$ cat src/rtl/rx_frame_stats.sv
module rx_frame_stats #(
  parameter int W        = 32,
  parameter int LEN_W    = 16,
  parameter int STD_MAX  = 1522,
  parameter int LONG_MAX = 16384
) (
  input  logic             clk,
  input  logic             rst_n,
  input  logic             frm_valid,
  input  logic [LEN_W-1:0] frm_len,
  input  logic             long_en,
  input  logic             keep_bad,
  input  logic             rd_en,
  input  logic [3:0]       rd_addr,
  output logic [W-1:0]     rd_data
);
  localparam int OW = 2 * W;
  localparam int SW = ((OW > LEN_W) ? OW : LEN_W) + 1;

  logic [5:0][W-1:0] bkt;
  logic [W-1:0]      tot_pkts, good_pkts, ovr_cnt;
  logic [OW-1:0]     tot_oct, good_oct;
  logic [W-1:0]      tot_hi_sh, good_hi_sh;

  logic [LEN_W:0] flen;
  logic           over, bhit;
  logic [2:0]     bsel;
  logic [SW-1:0]  oct_sum;
  logic [OW-1:0]  oct_next;

  function automatic logic [W-1:0] sinc(input logic [W-1:0] v);
    return (&v) ? v : v + 1'b1;
  endfunction

  assign flen = {1'b0, frm_len} + (LEN_W+1)'(4);
  assign over = !keep_bad && ((32'(frm_len) > 32'(LONG_MAX)) ||
                              (!long_en && (32'(frm_len) > 32'(STD_MAX))));

  always_comb begin
    bhit = 1'b1;
    bsel = 3'd0;
    if      (32'(flen) > 32'd1023) bsel = 3'd5;
    else if (32'(flen) > 32'd511)  bsel = 3'd4;
    else if (32'(flen) > 32'd255)  bsel = 3'd3;
    else if (32'(flen) > 32'd127)  bsel = 3'd2;
    else if (32'(flen) > 32'd64)   bsel = 3'd1;
    else if (32'(flen) == 32'd64)  bsel = 3'd0;
    else                           bhit = 1'b0;
  end

  assign oct_sum  = SW'(tot_oct) + SW'(flen);
  assign oct_next = (oct_sum > SW'({OW{1'b1}})) ? {OW{1'b1}} : oct_sum[OW-1:0];

  always_ff @(posedge clk) begin
    if (!rst_n) begin
      bkt       <= '0;
      tot_pkts  <= '0;
      good_pkts <= '0;
      ovr_cnt   <= '0;
      tot_oct   <= '0;
      good_oct  <= '0;
    end else if (frm_valid) begin
      if (over) begin
        ovr_cnt <= sinc(ovr_cnt);
      end else begin
        if (bhit) bkt[bsel] <= sinc(bkt[bsel]);
        tot_pkts  <= sinc(tot_pkts);
        good_pkts <= sinc(tot_pkts);
        tot_oct   <= oct_next;
        good_oct  <= oct_next;
      end
    end
  end

  always_ff @(posedge clk) begin
    if (!rst_n) begin
      rd_data    <= '0;
      tot_hi_sh  <= '0;
      good_hi_sh <= '0;
    end else if (rd_en) begin
      case (rd_addr)
        4'd0, 4'd1, 4'd2, 4'd3, 4'd4, 4'd5: rd_data <= bkt[rd_addr[2:0]];
        4'd6:  rd_data <= tot_pkts;
        4'd7:  rd_data <= good_pkts;
        4'd8:  begin rd_data <= tot_oct[W-1:0];  tot_hi_sh  <= tot_oct[OW-1:W];  end
        4'd9:  rd_data <= tot_hi_sh;
        4'd10: begin rd_data <= good_oct[W-1:0]; good_hi_sh <= good_oct[OW-1:W]; end
        4'd11: rd_data <= good_hi_sh;
        4'd12: rd_data <= ovr_cnt;
        default: rd_data <= '0;
      endcase
    end
  end

  assert_oversize_only_R4: assert property (@(posedge clk) disable iff (!rst_n)
    frm_valid && over |=> $stable(tot_pkts) && $stable(tot_oct) && $stable(bkt));

  assert_good_follows_total_R7: assert property (@(posedge clk) disable iff (!rst_n)
    frm_valid && !over |=> good_pkts == tot_pkts);

  assert_good_oct_mirror_R8: assert property (@(posedge clk) disable iff (!rst_n)
    frm_valid && !over |=> good_oct == tot_oct);

  assert_short_no_bucket_R6: assert property (@(posedge clk) disable iff (!rst_n)
    frm_valid && (32'(frm_len) < 32'd60) |=> $stable(bkt));

  assert_keep_bad_R3: assert property (@(posedge clk) disable iff (!rst_n)
    frm_valid && keep_bad |=> $stable(ovr_cnt));

  assert_no_overflow_R9: assert property (@(posedge clk) disable iff (!rst_n)
    (&tot_pkts) |=> (&tot_pkts));

  assert_oct_monotonic_R9: assert property (@(posedge clk) disable iff (!rst_n)
    !frm_valid || over || (tot_oct != {OW{1'b1}}) |=> tot_oct >= $past(tot_oct));
endmodule

$ cat config.mk
export PLATFORM = sky130hd
export DESIGN_NAME = rx_frame_stats
export DESIGN_NICKNAME = d
export VERILOG_FILES = /design/src/rtl/rx_frame_stats.sv
export SDC_FILE = /design/constraint.sdc
export NUM_CORES = 1
export LEC_CHECK = 0
export BUFFER_PORTS_ARGS = -buffer_cell sky130_fd_sc_hd__buf_2
export CORE_MARGIN = 2
export CORE_UTILIZATION = 50
export CTS_CLUSTER_SIZE = 24
export DETAILED_ROUTE_END_ITERATION = 8
export MAX_ROUTING_LAYER = met4
export PLACE_DENSITY = 0.66
export SYNTH_ARGS = -nofsm -noshare
export SYNTH_HDL_FRONTEND = slang
export SYNTH_SLANG_ARGS = --single-unit
$ cat constraint.sdc
create_clock -name clk -period 12 [get_ports clk]
set_input_delay 0.6 -clock clk [delete_from_list [all_inputs] [get_ports clk]]
set_output_delay 0.6 -clock clk [all_outputs]
set_load 0.01 [all_outputs]
==> key figures <==
Timing
  – Fin crit share: 0.5360
  – Max-slew violations: 0
  – Final TNS setup: 0 ns
  – Hold slack: about 0.45 ns
  – Min cycle time layout: roughly 6.4 ns
  – Rel. slew slack: 0.2660
  – Achievable Freq: ~0.16 GHz
  – Actual slew at the worst max-slew pin: 1.101 ns
  – Endpoints failing setup: 0
  – Number of hold violations in the final report: 0
  – RSZ-0062 raised after global routing: no
  – Clock skew: 0.01983 ns
  – Setup ws final: around 5.6 ns

Synth
  – Ys flop type: dfxtp_1
  – Post-synth cell types: 75
  – Average size of a mapped cell: approximately 8.2 µm²
  – Synthesized flop and latch total: 416
  – Synth Instances: between 2,000 and 3,000
  – EDFF count, synth: 0
  – Async S/R FF share, synth: 0
  – Sequential share of the synthesized area: 0.3873
  – Synthesized cell area: ~22,000 µm²
  – Ys Warns: 0
  – Syn_nets: 2,675

Critical path
  – Crit path launch type: primary input
  – Worst R2R Setup Slack: around 7.6 ns
  – Crit. Startpoint: frm_len[2]
  – Setup Crit Path Kind: in2reg
  – Crit path DAT: around 7 ns
  – Endpoint of the worst register-to-register path: good_oct[38]
  – R2R cell count: 18
  – CP endpoint kind: flip-flop
  – Worst EP required: roughly 12 ns
  – Reg2Reg Launch Point: good_oct[0]
  – Worst Setup EP: bkt[27]
  – Max FO, Critical Path: 55

Floorplan
  – Core area: around 42,000 µm²
  – Die area: ~45,000 µm²
  – Starting density of the core: 0.5092
  – Die width: about 210 µm
  – Row Count: between 70 and 80
  – IO Pins: between 50 and 60
  – Die Y-Extent: around 210 µm

Hold path
  – Worst hold stages: 2
  – Hold Crit Class: reg2reg

Pwr
  – Leakage: 0.007798 µW
  – PD cells: between 100 and 150 nW/µm²
  – Max VDD drop: around 120 µV

Clock network
  – H-tree depth: 2
  – CTS tree: yes
  – Clock Tree Buf Depth: 3
  – Post-CTS Repair Setup Buffers: 0
  – Worst-path clk slew: roughly 0.060 ns
  – Number of buffers created by CTS: 46
  – Clock tree sinks: 416
  – Clock root buffer master: clkbuf_16
  – CTS resizes: 0
  – Cts hold-fix bufs: 0
  – Clk_lat worst skew: between 0.5 and 0.6 ns

Finish
  – Share of layout cells above drive strength 1: 0.09480
  – Antenna Cells: 0
  – Area growth from synthesis to layout: 9.450%
  – Commonest non-fill, non-tap cells in the layout: dfxtp_1 (416), nor2_1 (356), a21oi_1 (296), nand2_1 (265), mux2i_1 (103)
  – Layout Nets: roughly 2,600
  – Commonest non-fill, non-tap cell in the layout: dfxtp_1

Status
  – Status: complete, no violations

Route
  – DRT Pass-1 Iters: 9
  – DR WL/cell: about 21 µm
  – DRT antenna net count: 0
  – WL final: about 66,000 µm
  – Starting DRC count in detailed routing: ~1,900
  – Total number of vias: a little under 20,000
  – DR vias/cell: about 6.3
  – Residual DRC: 0

Run
  – Max-cap violations: 0

Global route
  – Tot GR Track Use: 0.3003
  – First-pass GRT wire length: 103,600 µm
  – GRT overflow: 0
  – Vias in the first global route: about 19,000
  – Antenna violations before repair: 0
  – Largest net degree at the start of global routing: between 150 and 200

Place
  – Pre-CTS setup slack: ~5.0 ns
  – Gp weighted congestion: between 0.9 and 1
  – I/O Buffers: 57
  – Placed wire-length estimate: about 41,000 µm
cells in the mapped netlist (10+ instances only):
| cell type | instances | area [µm²] |
|---|---|---|
| a211oi_1 | 92 | 690.7 |
| a21oi_1 | 297 | 1486 |
| a221o_1 | 16 | 160.2 |
| a221oi_1 | 10 | 87.58 |
| a222oi_1 | 32 | 320.3 |
| a22oi_1 | 33 | 247.7 |
| a31oi_1 | 40 | 250.2 |
| and2_1 | 11 | 68.82 |
| and3_1 | 25 | 156.4 |
| and4_1 | 15 | 131.4 |
| buf_1 | 18 | 67.56 |
| clkbuf_1 | 169 | 634.4 |
| dfxtp_1 | 416 | 8328 |
| ha_1 | 24 | 300.3 |
| inv_1 | 57 | 214.0 |
| mux2i_1 | 103 | 1031 |
| mux4_2 | 32 | 720.7 |
| nand2_1 | 265 | 994.7 |
| nand2b_1 | 48 | 300.3 |
| nand3_1 | 65 | 325.3 |
| nand4_1 | 30 | 187.7 |
| nor2_1 | 360 | 1351 |
| nor3_1 | 34 | 170.2 |
| nor4_1 | 18 | 112.6 |
| o21ai_0 | 87 | 435.4 |
| o22ai_1 | 43 | 269.0 |
| or3_1 | 24 | 150.1 |
| xnor2_1 | 60 | 525.5 |
| xor2_1 | 71 | 621.9 |
per-stage QoR:
stage / utilization / total power [µW] / instance area (µm²) / instances
after floorplan: - / 1603 / 21500 / 2624
after global placement: 0.5201 / 1660 / 21960 / 3049
after detailed placement: 0.5201 / 1665 / 21960 / 3049
after CTS: 0.5573 / 3113 / 23540 / 3134
after global routing: 0.5573 / 3194 / 23540 / 3134
final: 0.5573 / 3095 / 23540 / 3134
critical path, stage by stage:
cell and delay, ns:
buf_2 0.21, inv_1 0.14, ha_1 0.33, nand4_1 0.13, a2111oi_4 0.51, o31ai_1 0.15
or3_1 0.37, a21o_1 0.27, nand2_4 0.25, buf_4 0.82, mux2i_1 0.24, a221o_1 0.42
or3_1 0.46, nor4_1 0.67, nand4_1 0.44, nor2_1 0.23, xor2_1 0.45, a211oi_1 0.15
sequential cells by signal, indices dropped and copies added (netlist names):
register and flops:
tot_hi_sh 32, good_hi_sh 32, good_pkts 32, bkt 192, ovr_cnt 32, good_oct 64, rd_data 32
kinds of logic (layout without fill, tap and decap cells):
group,Yosys count,after routing,share of synthesized area
mux,138,138,0.08303
flops,416,416,0.3873
xor+xnor,134,134,0.05563
buf+inv,260,231,0.04830
compound gates,718,718,0.2122
fa+ha+maj,27,27,0.01583
simple gates,931,931,0.1977
worst min path at each step:
stage / startpoint / endpoint / slack, ns
after CTS: tot_hi_sh[6] / tot_hi_sh[6] / 0.46
after floorplan: tot_hi_sh[0] / tot_hi_sh[0] / 0.44
after global placement: tot_hi_sh[30] / tot_hi_sh[30] / 0.44
final: good_hi_sh[9] / good_hi_sh[9] / 0.45
after detailed placement: good_hi_sh[17] / good_hi_sh[17] / 0.45
after global routing: tot_hi_sh[11] / tot_hi_sh[11] / 0.47
area by class of cell:
cell class / count / area (µm²)
fill: 3836 / 18690
tap: 539 / 674.4
sequential: 416 / 8328
clock buffer: 65 / 1386
inverter: 57 / 221.5
multi-input combinational: 1948 / 12210
clock inverter: 20 / 183.9
timing repair buffer: 89 / 528.0
where the power goes:
part	switching [µW]	internal [µW]
combinational	158	74.2
sequential	13.2	1390
clock	586	869
total	757	2340
per-layer routing:
| metal | GRT usage | vias to the layer above | wire length, µm |
|---|---|---|---|
| met2 | 0.4837 | 700 | 31200 |
| met1 | 0.3898 | 9546 | 27800 |
| met3 | 0.03545 | 133 | 4557 |
| met4 | 0.1098 | 0 | 2001 |
| met5 | - | - | 0 |
| li1 | - | 9281 | - |
Note: power is estimated with default switching activity, not from simulation.
